--- config.mk ---
export PLATFORM = sky130hd
export DESIGN_NAME = prio_irq_ctrl
export DESIGN_NICKNAME = d
export VERILOG_FILES = /design/src/rtl/prio_irq_pkg.sv /design/src/rtl/prio_irq_sync.sv /design/src/rtl/prio_irq_flags.sv /design/src/rtl/prio_irq_arb.sv /design/src/rtl/prio_irq_isr.sv /design/src/rtl/prio_irq_ctrl.sv
export SDC_FILE = /design/constraint.sdc
export NUM_CORES = 1
export LEC_CHECK = 0
export BUFFER_PORTS_ARGS = -buffer_cell sky130_fd_sc_hd__buf_2
export CAP_MARGIN = 20
export CORE_AREA = 2 2 66 68
export DETAILED_ROUTE_END_ITERATION = 7
export DIE_AREA = 0 0 68 70
export GPL_TIMING_DRIVEN = 1
export PLACE_DENSITY = 0.58
export SLEW_MARGIN = 20
export SYNTH_ARGS = -nofsm -noshare
export SYNTH_HDL_FRONTEND = slang
export SYNTH_SLANG_ARGS = --single-unit
export TNS_END_PERCENT = 30
--- constraint.sdc ---
create_clock -name clk_i -period 3.5 [get_ports clk_i]
set_input_delay 1.05 -clock clk_i [delete_from_list [all_inputs] [get_ports clk_i]]
set_output_delay 1.05 -clock clk_i [all_outputs]
set_load 0.03 [all_outputs]
--- src/rtl/prio_irq_pkg.sv ---
package prio_irq_pkg;
  localparam int unsigned NUM_EXT  = 2;
  localparam int unsigned NUM_TMR  = 2;
  localparam int unsigned NUM_SRC  = NUM_EXT + NUM_TMR + 1;
  localparam int unsigned IDX_W    = $clog2(NUM_SRC);
  localparam int unsigned VEC_W    = 16;
  localparam int unsigned NUM_LVL  = 2;

  typedef enum logic [IDX_W-1:0] {
    SRC_EXT0 = 3'd0,
    SRC_TMR0 = 3'd1,
    SRC_EXT1 = 3'd2,
    SRC_TMR1 = 3'd3,
    SRC_SER  = 3'd4
  } src_e;

  typedef enum logic {
    LVL_LO = 1'b0,
    LVL_HI = 1'b1
  } lvl_e;

  function automatic logic [VEC_W-1:0] vec_of(logic [IDX_W-1:0] idx,
                                               logic [VEC_W-1:0] base,
                                               logic [VEC_W-1:0] stride);
    return base + VEC_W'(idx) * stride;
  endfunction
endpackage

--- src/rtl/prio_irq_sync.sv ---
module prio_irq_sync #(
  parameter int unsigned STAGES = 2
) (
  input  logic clk_i,
  input  logic rst_ni,
  input  logic pin_i,
  output logic low_o,
  output logic fall_o
);
  logic [STAGES-1:0] chain_q;
  logic              prev_q;

  always_ff @(posedge clk_i or negedge rst_ni) begin
    if (!rst_ni) begin
      chain_q <= '1;
      prev_q  <= 1'b1;
    end else begin
      chain_q <= {chain_q[STAGES-2:0], pin_i};
      prev_q  <= chain_q[STAGES-1];
    end
  end

  assign low_o  = ~chain_q[STAGES-1];
  assign fall_o = prev_q & ~chain_q[STAGES-1];
endmodule

--- src/rtl/prio_irq_flags.sv ---
module prio_irq_flags
  import prio_irq_pkg::*;
(
  input  logic               clk_i,
  input  logic               rst_ni,
  input  logic [NUM_EXT-1:0] ext_low_i,
  input  logic [NUM_EXT-1:0] ext_fall_i,
  input  logic [NUM_EXT-1:0] ext_edge_mode_i,
  input  logic [NUM_TMR-1:0] tmr_set_i,
  input  logic               rx_set_i,
  input  logic               tx_set_i,
  input  logic               rx_clr_i,
  input  logic               tx_clr_i,
  input  logic [NUM_SRC-1:0] ack_hit_i,
  output logic [NUM_SRC-1:0] pend_o,
  output logic               rx_flag_o,
  output logic               tx_flag_o
);
  // ext k sits at index 2k, timer k at 2k+1, serial last
  for (genvar k = 0; k < NUM_EXT; k++) begin : g_ext
    logic edge_q;
    always_ff @(posedge clk_i or negedge rst_ni) begin
      if (!rst_ni)                 edge_q <= 1'b0;
      else if (!ext_edge_mode_i[k]) edge_q <= 1'b0;
      else if (ext_fall_i[k])      edge_q <= 1'b1;
      else if (ack_hit_i[2*k])     edge_q <= 1'b0;
    end
    assign pend_o[2*k] = ext_edge_mode_i[k] ? edge_q : ext_low_i[k];
  end

  for (genvar k = 0; k < NUM_TMR; k++) begin : g_tmr
    logic ovf_q;
    always_ff @(posedge clk_i or negedge rst_ni) begin
      if (!rst_ni)               ovf_q <= 1'b0;
      else if (tmr_set_i[k])     ovf_q <= 1'b1;
      else if (ack_hit_i[2*k+1]) ovf_q <= 1'b0;
    end
    assign pend_o[2*k+1] = ovf_q;
  end

  logic rx_q, tx_q;
  always_ff @(posedge clk_i or negedge rst_ni) begin
    if (!rst_ni) begin
      rx_q <= 1'b0;
      tx_q <= 1'b0;
    end else begin
      if (rx_set_i)      rx_q <= 1'b1;
      else if (rx_clr_i) rx_q <= 1'b0;
      if (tx_set_i)      tx_q <= 1'b1;
      else if (tx_clr_i) tx_q <= 1'b0;
    end
  end

  assign pend_o[NUM_SRC-1] = rx_q | tx_q;
  assign rx_flag_o = rx_q;
  assign tx_flag_o = tx_q;
endmodule

--- src/rtl/prio_irq_arb.sv ---
module prio_irq_arb
  import prio_irq_pkg::*;
(
  input  logic [NUM_SRC-1:0] pend_i,
  input  logic [NUM_SRC-1:0] en_i,
  input  logic               glb_en_i,
  input  logic [NUM_SRC-1:0] prio_i,
  input  logic [NUM_LVL-1:0] isr_i,
  output logic               win_vld_o,
  output logic [IDX_W-1:0]   win_idx_o,
  output lvl_e               win_lvl_o
);
  logic [NUM_SRC-1:0] elig, hi_ok, lo_ok;

  function automatic logic [IDX_W-1:0] first_set(logic [NUM_SRC-1:0] v);
    logic [IDX_W-1:0] r;
    r = '0;
    for (int i = NUM_SRC - 1; i >= 0; i--) begin
      if (v[i]) r = IDX_W'(i);
    end
    return r;
  endfunction

  always_comb begin
    elig  = pend_i & en_i & {NUM_SRC{glb_en_i}};
    hi_ok = elig & prio_i & {NUM_SRC{~isr_i[LVL_HI]}};
    lo_ok = elig & ~prio_i & {NUM_SRC{isr_i == '0}};
    if (|hi_ok) begin
      win_vld_o = 1'b1;
      win_idx_o = first_set(hi_ok);
      win_lvl_o = LVL_HI;
    end else begin
      win_vld_o = |lo_ok;
      win_idx_o = first_set(lo_ok);
      win_lvl_o = LVL_LO;
    end
  end
endmodule

--- src/rtl/prio_irq_isr.sv ---
module prio_irq_isr
  import prio_irq_pkg::*;
(
  input  logic               clk_i,
  input  logic               rst_ni,
  input  logic               accept_i,
  input  lvl_e               lvl_i,
  input  logic               reti_i,
  output logic [NUM_LVL-1:0] isr_o
);
  logic [NUM_LVL-1:0] isr_q, after_ret;

  // drop the top level first
  always_comb begin
    after_ret = isr_q;
    if (reti_i) begin
      if (isr_q[LVL_HI]) after_ret[LVL_HI] = 1'b0;
      else               after_ret[LVL_LO] = 1'b0;
    end
  end

  always_ff @(posedge clk_i or negedge rst_ni) begin
    if (!rst_ni)       isr_q <= '0;
    else if (accept_i) isr_q <= after_ret | (NUM_LVL'(1) << lvl_i);
    else               isr_q <= after_ret;
  end

  assign isr_o = isr_q;
endmodule

--- src/rtl/prio_irq_ctrl.sv ---
module prio_irq_ctrl
  import prio_irq_pkg::*;
#(
  parameter int unsigned      SYNC_STAGES = 2,
  parameter logic [VEC_W-1:0] VEC_BASE    = 16'h0003,
  parameter logic [VEC_W-1:0] VEC_STRIDE  = 16'h0008
) (
  input  logic                 clk_i,
  input  logic                 rst_ni,
  input  logic [NUM_EXT-1:0]   ext_pin_i,
  input  logic [NUM_EXT-1:0]   ext_edge_mode_i,
  input  logic [NUM_TMR-1:0]   tmr_ovf_set_i,
  input  logic                 ser_rx_set_i,
  input  logic                 ser_tx_set_i,
  input  logic                 ser_rx_clr_i,
  input  logic                 ser_tx_clr_i,
  input  logic [NUM_SRC-1:0]   src_en_i,
  input  logic                 glb_en_i,
  input  logic [NUM_SRC-1:0]   src_prio_i,
  input  logic                 irq_ack_i,
  input  logic                 reti_i,
  output logic                 irq_req_o,
  output logic [VEC_W-1:0]     irq_vec_o,
  output logic [NUM_LVL-1:0]   in_service_o,
  output logic                 ser_rx_flag_o,
  output logic                 ser_tx_flag_o
);
  logic [NUM_EXT-1:0] ext_low, ext_fall;
  logic [NUM_SRC-1:0] pend, ack_hit;
  logic               win_vld;
  logic [IDX_W-1:0]   win_idx;
  lvl_e               win_lvl;
  logic [NUM_LVL-1:0] isr;

  logic               req_q;
  logic [IDX_W-1:0]   idx_q;
  lvl_e               lvl_q;
  logic               accept;

  for (genvar k = 0; k < NUM_EXT; k++) begin : g_sync
    prio_irq_sync #(.STAGES(SYNC_STAGES)) u_sync (
      .clk_i  (clk_i),
      .rst_ni (rst_ni),
      .pin_i  (ext_pin_i[k]),
      .low_o  (ext_low[k]),
      .fall_o (ext_fall[k])
    );
  end

  prio_irq_flags u_flags (
    .clk_i           (clk_i),
    .rst_ni          (rst_ni),
    .ext_low_i       (ext_low),
    .ext_fall_i      (ext_fall),
    .ext_edge_mode_i (ext_edge_mode_i),
    .tmr_set_i       (tmr_ovf_set_i),
    .rx_set_i        (ser_rx_set_i),
    .tx_set_i        (ser_tx_set_i),
    .rx_clr_i        (ser_rx_clr_i),
    .tx_clr_i        (ser_tx_clr_i),
    .ack_hit_i       (ack_hit),
    .pend_o          (pend),
    .rx_flag_o       (ser_rx_flag_o),
    .tx_flag_o       (ser_tx_flag_o)
  );

  prio_irq_arb u_arb (
    .pend_i    (pend),
    .en_i      (src_en_i),
    .glb_en_i  (glb_en_i),
    .prio_i    (src_prio_i),
    .isr_i     (isr),
    .win_vld_o (win_vld),
    .win_idx_o (win_idx),
    .win_lvl_o (win_lvl)
  );

  assign accept  = req_q & irq_ack_i;
  assign ack_hit = accept ? (NUM_SRC'(1) << idx_q) : '0;

  prio_irq_isr u_isr (
    .clk_i    (clk_i),
    .rst_ni   (rst_ni),
    .accept_i (accept),
    .lvl_i    (lvl_q),
    .reti_i   (reti_i),
    .isr_o    (isr)
  );

  // registered presentation; withdrawn for one edge after acceptance
  always_ff @(posedge clk_i or negedge rst_ni) begin
    if (!rst_ni) begin
      req_q <= 1'b0;
      idx_q <= '0;
      lvl_q <= LVL_LO;
    end else begin
      req_q <= win_vld & ~accept;
      idx_q <= win_idx;
      lvl_q <= win_lvl;
    end
  end

  assign irq_req_o    = req_q;
  assign irq_vec_o    = vec_of(idx_q, VEC_BASE, VEC_STRIDE);
  assign in_service_o = isr;
endmodule

# Word level (Yosys, flattened, before mapping)
# Index checks and enable logic that the tools add are counted.
# classes
addsub	1
n_mux	33
eq_ne	2
shifts	2
reduce_logical	7
bitwise_logic	17
# ops
operator	n
3-bit 2-to-1 mux	11
5-bit AND	6
1-bit 2-to-1 mux	19
5-bit OR reduction	2
2-bit nonzero test	4
2-bit by 6-bit adder with 7-bit output (first input constant)	1
3-bit by 1-bit inequality test with 1-bit output (second input constant)	2
5-bit NOT	1
1-bit AND	4
2-bit 2-to-1 mux	2
4-bit 2-to-1 mux	1
1-bit NOT	4
1-bit by 3-bit left shift with 4-bit output (first input constant)	1
2-bit zero test	1
2-bit OR	1
1-bit by 1-bit left shift with 2-bit output (first input constant)	1
1-bit OR	1
# totals
output_inout_bits	21
wordCells	76
reg_bits	19

# Depth between registers and ports, before layout
# Gate-level depths: netlist of the first run.
# depth
depth_word	12
ltp_mapped	5
ltp_nobuf	5

# Cells and area by module
# Synthesis of the first run repeated with hierarchy kept, for this count alone.
# hier_totals
cells_unflattened	107
area_unflattened_um2	1072.3
# modules_own_cells
module	cells_per_inst	seq_area_each_um2	area_each_um2	instances
prio_irq_ctrl	30	125.1	297.8	1
prio_irq_flags	23	150.1	274.0	1
prio_irq_arb	36	0.0	241.5	1
prio_irq_sync	5	78.8	88.8	2
prio_irq_isr	8	50.0	81.3	1

# Worst setup path before layout of the first run
# OpenSTA, ideal clock, no wires.
# synth_timing
path_kind	input to register
from	input src_prio_i[0]
to	register idx_q[2]
t_arrival_ps	2162
path_buffers	0
path_slack_ps	1218
setup_time_ps	120
stages	5
path_cell_list	or4b_1 -> nor4b_2 -> or2_2 -> nor3_1 -> o211a_1
# synth_via
elab_chain_len	5
# synth_rtl
element	line_no	rtl
from (decl)	prio_irq_ctrl.sv:19	input logic [NUM_SRC-1:0] src_prio_i,
5-bit NOT	prio_irq_arb.sv:27	lo_ok = elig & ~prio_i & {NUM_SRC{isr_i == '0}};
5-bit AND (2 in series)	prio_irq_arb.sv:27	
3-bit 2-to-1 mux	prio_irq_arb.sv:19	if (v[i]) r = IDX_W'(i);
3-bit 2-to-1 mux *	prio_irq_arb.sv:28	if (|hi_ok) begin
via u_arb.win_idx_o[2]	prio_irq_arb.sv:10	output logic [IDX_W-1:0] win_idx_o,
to (signal assigned)	prio_irq_ctrl.sv:98	idx_q <= win_idx;
to (decl)	prio_irq_ctrl.sv:36	logic [IDX_W-1:0] idx_q;
# The timed path passes the listed nets; every way through them passes the cells marked *.
# A chain may end at the register's enable or synchronous reset.

# Final worst setup path of the first run
# layout_timing
from	input glb_en_i
to	register idx_q[2]
# layout_via
elab_chain_len	9
# layout_rtl
element	line_no	rtl
from (decl)	prio_irq_ctrl.sv:18	input logic glb_en_i,
5-bit AND *	prio_irq_arb.sv:25	elig = pend_i & en_i & {NUM_SRC{glb_en_i}};
5-bit AND (on tied branches) (2 in series)	prio_irq_arb.sv:27, prio_irq_arb.sv:26	
3-bit 2-to-1 mux (5 in series)	prio_irq_arb.sv:19	
3-bit 2-to-1 mux *	prio_irq_arb.sv:28	
via u_arb.win_idx_o[2]	prio_irq_arb.sv:10	
# Marked as above.

==> impl_metrics.ini, run 1 <==
[clock_network]
ctsHoldBuffers = 0
clock_sinks = 19
path_clk_slew_ns = 0.07
cts_tree = yes
cts_buffers = 3
postCtsResizedCells = 0
cts_root_buffer = clkbuf_8
clk-insertion-delay-late_ns = 0.26
post_cts_buffers = 0
htreeDepth = 1
clock_path_buffers = 2

[route]
first_iter_violations = 8
vias = 773
vias_per_cell = 4.22
wl_um = 2080
drc_errors = 0
firstDrtPassIters = 4
wl_per_cell_um = 11.4
antenna_left = 0

[floorplanning]
die_h_um = 70
pin_count = 46
fp.dieW_um = 68
std_cell_rows = 24
initial_core_util = 0.236
die-area_mm2 = 0.00476
core-area_mm2 = 0.00414

[setup_path]
endpoint_kind = register
cp.required_ns = 3.65
critical_path_class = primary input to register
slowest_stage = or4b_1
start_kind = primary input
slowest_delay_ns = 0.46
crit_family = simple AND/OR/NAND/NOR gates
worst-path-buf-inv = 1
r2r_slack_ns = 1.61
critPathMaxFanout = 7
crit_arrival_ns = 2.40
worstPathCellList = buf_2 -> or4b_1 -> nor4b_2 -> or2_2 -> nor3_1 -> o211a_1

[hold_path]
hold_path_class = register to register

[sta]
final.min_clock_period_ns = 2.25
post-route-period-util = 0.643
fmax_mhz = 444
hold_violations = 0
grt_setup_unrepaired = no
final_max_slew_viol_count = 0
hold_slack_ns = 0.358
finalSetupViolCount = 0
skew_ns = 0.00109
fin_tns_setup_ns = 0

[final_layout]
n_antenna_cell = 0
nFillCells = 464
final_cell_mix = buf_2 (32), conb_1 (13), dfrtp_1 (13)
final_area_mm2 = 0.00120
drive_gt1_frac = 0.359
nets = 157
area_growth_pct = 22.3
final_cells = 183
layout_commonest_cell = buf_2

[placement]
dp.cells = 179
placed_cell_area_mm2 = 0.00115
portBuffers = 32
place_congestion = 0.729
place_hpwl_um = 1710

[power]
p_total_uw = 575
p_per_area_mw_per_mm2 = 481
p_leak_nw = 0.565
peakVddDrop_v = 0.000209

[global_route]
grt_pass1_vias = 753
grt_max_degree = 20
groute.usage.overall = 0.0912
grt_pass1_wl_um = 3340
antenna_found_initial = 0
grt_overflow = 0

[job]
maxCapViolations = 0

[synthesis]
synth_warnings = 0
syn_avg_cell_area_um2 = 10.1
syn_area_um2 = 978
ys_ff_latch = 19
synth.distinct_cells = 30
yosysSeqAreaShare = 0.494
syn_inst = 97

[run_status]
status = completed
==> state kept, by name, summed over array words and instances (netlist names) <==
signal	flops
idx_q	3
u_flags.g_ext.edge_q	2
u_flags.tx_flag_o	1
g_sync.u_sync.prev_q	2
u_flags.rx_flag_o	1
irq_req_o	1
u_isr.isr_o	2
g_sync.u_sync.chain_q	4
u_flags.g_tmr.ovf_q	2
lvl_q	1
==> power breakdown <==
part	leakage [nW]	switching (mW)	total, mW	internal, mW
Clock	0.0217	0.0765	0.157	0.0802
Combinational	0.324	0.0968	0.149	0.0517
Sequential	0.219	0.0243	0.270	0.246
==> synthesized netlist by cell type <==
library cell  instances  area share
nor2_1                7       0.027
o41ai_1               1      0.0090
nor4b_2               1       0.015
or4b_1                1       0.010
dfstp_2               6        0.16
dfrtp_1              13        0.33
a211o_1               2       0.018
nand3b_1              4       0.031
or2_2                 3       0.019
a21o_1                4       0.031
o32ai_1               1      0.0090
o21ai_0               3       0.015
nor3_1                3       0.015
nand3_1               1      0.0051
buf_4                13        0.10
a21oi_1               4       0.020
nor2b_1               4       0.026
o211ai_1              1      0.0077
o211a_1               1       0.010
a32o_1                1       0.010
conb_1                2      0.0077
a211oi_1              1      0.0077
a21boi_0              1      0.0077
nor4_1                1      0.0064
a21oi_2               1      0.0090
o21a_1                1      0.0077
nand2b_1              4       0.026
inv_1                 3       0.012
nand2_1               7       0.027
nand4b_1              2       0.018
==> worst paths after layout <==
path | start | endpoint | cells past startpoint
min in group asynchronous | rst_ni | irq_req_o$_DFF_PN0_ | 1
hold reg to reg | g_sync[0].u_sync.chain_q[0]$_DFF_PN1_ | g_sync[0].u_sync.chain_q[1]$_DFF_PN1_ | 0
setup / recovery | glb_en_i | idx_q[2]$_DFF_PN0_ | 6
max in group asynchronous | rst_ni | g_sync[1].u_sync.prev_q$_DFF_PN1_ | 1
setup reg to reg | u_isr.isr_o[1]$_DFF_PN0_ | idx_q[2]$_DFF_PN0_ | 5
hold / removal | g_sync[0].u_sync.chain_q[0]$_DFF_PN1_ | g_sync[0].u_sync.chain_q[1]$_DFF_PN1_ | 0
==> layout make-up <==
class                      instances  area [um2]  area share
timing repair buffer              32         160       0.134
multi-input combinational         73         428       0.358
clock inverter                     1        7.51     0.00628
inverter                           3        11.3     0.00941
sequential                        19         483       0.404
tap                               52        65.1      0.0544
clock buffer                       3        41.3      0.0345
==> kinds of logic after synthesis <==
group                  Yosys count  share of synthesized area
flip-flops                      19                      0.494
other                            2                    0.00768
AO/OA/AOI/OAI                   22                      0.162
buffers and inverters           16                      0.111
AND/OR/NAND/NOR                 38                      0.225
==> through the flow <==
| step | setup slack, ns | util |
|---|---|---|
| after floorplan | 1.22 | - |
| final | 1.25 | 0.289 |
| after global routing | 1.17 | 0.289 |
| after CTS | 1.21 | 0.289 |
| after detailed placement | 0.940 | 0.277 |
| after global placement | 0.963 | 0.277 |
==> layer usage <==
| layer | track usage | vias up | wire, um |
|---|---|---|---|
| met2 | 0.147 | 35 | 1010 |
| met1 | 0.122 | 356 | 890 |
| li1 | - | 380 | - |
| met5 | 0 | - | 0 |
| met3 | 0.0225 | 2 | 164 |
| met4 | 0.0200 | 0 | 18 |
Power figures use the tool's default switching activity.
==> run 2, diff against run 1 <==
Settings changed: PLACE_DENSITY 0.58 to 0.6.
Clock period 3.5 ns to 2 ns, I/O delays scaled along.
==> impl_metrics.ini, run 2 (synthesis gave the netlist of run 1 again) <==
[setup_path]
timing.rr.end = idx_q[2]$_DFF_PN0_
r2r_slack_ns = 0.23
endpoint_kind = register
cp.required_ns = 2.15
critical_path_class = register to register
start_kind = register
crit_arrival_ns = 1.92
ff2ff_path_depth = 5
worstReg2RegStart = u_isr.isr_o[1]$_DFF_PN0_
critPathMaxFanout = 5

[placement]
dp_slack_ns = -0.0432
dp.cells = 186
portBuffers = 32
place_congestion = 0.811
place_hpwl_um = 1750
placed_cell_area_mm2 = 0.00120

[final_layout]
drive_gt1_frac = 0.384
largest_register_ffs = 4
area_growth_pct = 27.2
nets = 164
final_area_mm2 = 0.00124
nFillCells = 447
layout_commonest_cell = buf_2
top_regs = g_sync.u_sync.chain_q: 4 flops, idx_q: 3 flops
top_register = g_sync.u_sync.chain_q
n_antenna_cell = 0
multi_input_area_um2 = 428
final_cell_mix = buf_2 (32), conb_1 (13), dfrtp_1 (13)
seq_area_um2 = 483
final_cells = 190

[clock_network]
cts_buffers = 3
clk-insertion-delay-late_ns = 0.26
clock_path_buffers = 2
path_clk_slew_ns = 0.07
htreeDepth = 1
ctsHoldBuffers = 0
cts_root_buffer = clkbuf_8
postCtsResizedCells = 0
cts_tree = yes
clock_sinks = 19
post_cts_buffers = 0

[sta]
final.min_clock_period_ns = 1.77
grt_setup_unrepaired = no
fmax_mhz = 565
hold_violations = 0
final_max_slew_viol_count = 0
fin_ws_ns = 0.229
hold_slack_ns = 0.263
skew_ns = 0.00348
finalSetupViolCount = 0
post-route-period-util = 0.885
fin_tns_setup_ns = 0

[global_route]
groute.usage.overall = 0.0968
grt_pass1_vias = 739
grt_max_degree = 20
grt_overflow = 0
antenna_found_initial = 0
grt_pass1_wl_um = 3440

[floorplanning]
fp.dieW_um = 68
initial_core_util = 0.236
die_h_um = 70
core-area_mm2 = 0.00414
die-area_mm2 = 0.00476
std_cell_rows = 24
pin_count = 46

[power]
peakVddDrop_v = 0.000362
p_per_area_mw_per_mm2 = 827
p_leak_nw = 0.600

[route]
vias = 799
first_iter_violations = 14
vias_per_cell = 4.21
drc_errors = 0
antenna_left = 0
wl_um = 2100
wl_per_cell_um = 11.0
firstDrtPassIters = 4

[job]
maxCapViolations = 0

[hold_path]
hold_path_class = primary input to asynchronous set/reset pin

[run_status]
status = completed
==> run 2: critical path, cell delays in order (launching register included) <==
cell	delay, ns
dfrtp_1	0.41
or4b_1	0.54
nor4b_2	0.27
or2_2	0.18
nor3_1	0.04
o211a_1	0.21
==> run 2: routing by layer <==
layer,wire [um],global-route usage,vias to the layer above,part of all wire
met5,0,0,-,0
met4,21,0.0333,0,0.010
li1,-,-,397,-
met3,192,0.0290,2,0.092
met2,943,0.146,38,0.45
met1,939,0.131,362,0.45
==> run 2: cell type report <==
type	count	area share
Inverter	3	0.00905
Timing Repair Buffer	39	0.171
Clock buffer	4	0.0362
Multi-Input combinational cell	73	0.344
Tap cell	52	0.0523
Sequential cell	19	0.388
==> run 2: through the flow <==
stage / utilization / power [mW]
after detailed placement: 0.290 / 0.769
after floorplan: - / 0.667
after global routing: 0.300 / 1.09
after global placement: 0.290 / 0.771
final: 0.300 / 1.03
after CTS: 0.300 / 1.04
==> run 2: worst max-delay path by stage <==
| stage | from | endpoint | cells past startpoint |
|---|---|---|---|
| after CTS | u_isr.isr_o[1]$_DFF_PN0_ | idx_q[2]$_DFF_PN0_ | 5 |
| after global routing | u_isr.isr_o[1]$_DFF_PN0_ | idx_q[0]$_DFF_PN0_ | 6 |
| final | u_isr.isr_o[1]$_DFF_PN0_ | idx_q[2]$_DFF_PN0_ | 5 |
| after detailed placement | glb_en_i | idx_q[2]$_DFF_PN0_ | 6 |
| after global placement | ext_edge_mode_i[0] | idx_q[0]$_DFF_PN0_ | 6 |
| after floorplan | u_isr.isr_o[1]$_DFF_PN0_ | idx_q[2]$_DFF_PN0_ | 5 |
==> run 2: where the power goes <==
group	internal, mW	switching [mW]
clock network	0.142	0.128
registers	0.430	0.0298
logic	0.115	0.185
==> run 3, diff against run 2 <==
Settings changed: CORE_AREA 2 2 66 68 to 2 2 69 71, DIE_AREA 0 0 68 70 to 0 0 71 73, PLACE_DENSITY 0.6 to 0.59, SYNTH_HIERARCHICAL from default to 1.
==> impl_metrics.ini, run 3 <==
[global_route]
grt_pass1_wl_um = 3640
grt_use_met1 = 0.118
grt_pass1_vias = 784
grt_overflow = 0
busiest_layer = met2
grt_use_met2 = 0.144
grt_max_degree = 20
use_met3 = 0.0442
groute.usage.overall = 0.0917
antenna_found_initial = 0

[power]
power_frac_comb = 0.287
pwr-share-clk = 0.252
peakVddDrop_v = 0.000390
switching_share = 0.335
p_total_mw = 1.02
p_per_area_mw_per_mm2 = 794
pwr-share-seq = 0.461
p_switching_uw = 341
p_leak_nw = 0.640
intPower_uw = 678

[sta]
grt_setup_unrepaired = no
skew_ns = 0.00231
post-route-period-util = 0.919
final_max_slew_viol_count = 0
fmax_mhz = 544
hold_slack_ns = 0.285
final.min_clock_period_ns = 1.84
hold_violations = 0
finalSetupViolCount = 0
fin_ws_ns = 0.163

[setup_path]
crit_arrival_ns = 2.00
r2r_slack_ns = 0.16
slowest_delay_ns = 0.54
start_kind = register
slowest_stage = dfstp_2
worstPathCellList = inv_1 -> mux2_4 -> nand4b_1 -> o22ai_1 -> nor3_2 -> and2_4 -> inv_2 -> o32ai_2
critPathMaxFanout = 3
cp-startpoint = g_sync[0].u_sync/chain_q[1]$_DFF_PN1_
critical_path_class = register to register
crit_family = flip-flops
cp.required_ns = 2.16
worstReg2RegStart = g_sync[0].u_sync/chain_q[1]$_DFF_PN1_
worst-path-buf-inv = 2
endpoint_kind = register

[final_layout]
nFillCells = 493
final_cell_mix = buf_2 (32), conb_1 (13), dfrtp_1 (13)
layout_commonest_cell = buf_2
largest_register_ffs = 4
drive_gt1_frac = 0.411
final_area_mm2 = 0.00128
nets = 167
area_growth_pct = 21.3
top_register = g_sync.u_sync/chain_q
top_regs = g_sync.u_sync/chain_q: 4 flops, idx_q: 3 flops
n_antenna_cell = 0

[clock_network]
cts_root_buffer = clkbuf_8
clock_path_buffers = 2
cts_buffers = 3
htreeDepth = 1
clock_sinks = 19
cts_tree = yes
path_clk_slew_ns = 0.07
post_cts_buffers = 0
clk-insertion-delay-late_ns = 0.25
postCtsResizedCells = 0
ctsHoldBuffers = 0

[route]
antenna_left = 0
wl_per_cell_um = 11.3
first_iter_violations = 29
drc_errors = 0
firstDrtPassIters = 4
vias = 796
wl_um = 2200
vias_per_cell = 4.08

[floorplanning]
die_h_um = 73
core-area_mm2 = 0.00454
pin_count = 46
std_cell_rows = 25
die-area_mm2 = 0.00518
initial_core_util = 0.233
fp.dieW_um = 71

[synthesis]
syn_inst = 106
syn_avg_cell_area_um2 = 9.97
syn_area_mm2 = 0.00106
synth_warnings = 6

[job]
maxCapViolations = 0

[placement]
place_congestion = 0.859
place_hpwl_um = 1820
portBuffers = 32
placed_cell_area_mm2 = 0.00124
dp_slack_ns = -0.0147

[run_status]
status = completed

[hold_path]
hold_path_class = primary input to asynchronous set/reset pin
## run 3: final timing paths
path,depth (start not counted),to
min in group clk_i,0,g_sync[0].u_sync/chain_q[1]$_DFF_PN1_
worst min register to register,0,g_sync[0].u_sync/chain_q[1]$_DFF_PN1_
worst max-delay path,8,idx_q[1]$_DFF_PN0_
worst max register to register,8,idx_q[1]$_DFF_PN0_
worst min-delay path,1,u_flags/g_ext[0].edge_q$_DFFE_PN0P_
max in group asynchronous,1,g_sync[1].u_sync/chain_q[0]$_DFF_PN1_
## run 3: worst reg2reg max path, stage by stage, from the launching register on
cell and delay [ns]:
dfstp_2 0.54, inv_1 0.04, mux2_4 0.26, nand4b_1 0.11
o22ai_1 0.12, nor3_2 0.21, and2_4 0.18, inv_2 0.04
o32ai_2 0.24
## run 3: stage by stage
stage               setup TNS [ns]   util  cells
detailed placement         -0.0147  0.273    191
global placement                 0  0.273    191
floorplan                        0      -    117
CTS                              0  0.283    195
finish                           0  0.283    195
global route                     0  0.283    195
## run 3: layer usage
| layer | vias to the layer above | share of wire | wire length (um) |
|---|---|---|---|
| met5 | - | 0 | 0 |
| met4 | 0 | 0.0041 | 9 |
| met3 | 2 | 0.087 | 191 |
| met2 | 36 | 0.44 | 967 |
| met1 | 360 | 0.47 | 1040 |
| li1 | 398 | - | - |
## run 3: power groups by stage
| stage | sequential, mW | clock, mW | combinational [mW] |
|---|---|---|---|
| CTS | 0.472 | 0.272 | 0.296 |
| global placement | 0.477 | 0 | 0.294 |
| finish | 0.470 | 0.257 | 0.293 |
| global route | 0.478 | 0.294 | 0.323 |
| detailed placement | 0.477 | 0 | 0.295 |
| floorplan | 0.520 | 0 | 0.170 |
## run 3: final cells by class
class / count / area (um2) / area share
well taps: 54 / 67.6 / 0.0527
inverters: 13 / 48.8 / 0.0380
clock buffers: 3 / 41.3 / 0.0322
multi-input cells: 70 / 454 / 0.354
clock inverters: 1 / 5.00 / 0.00390
flip-flops and latches: 19 / 483 / 0.377
repair buffers: 35 / 183 / 0.142
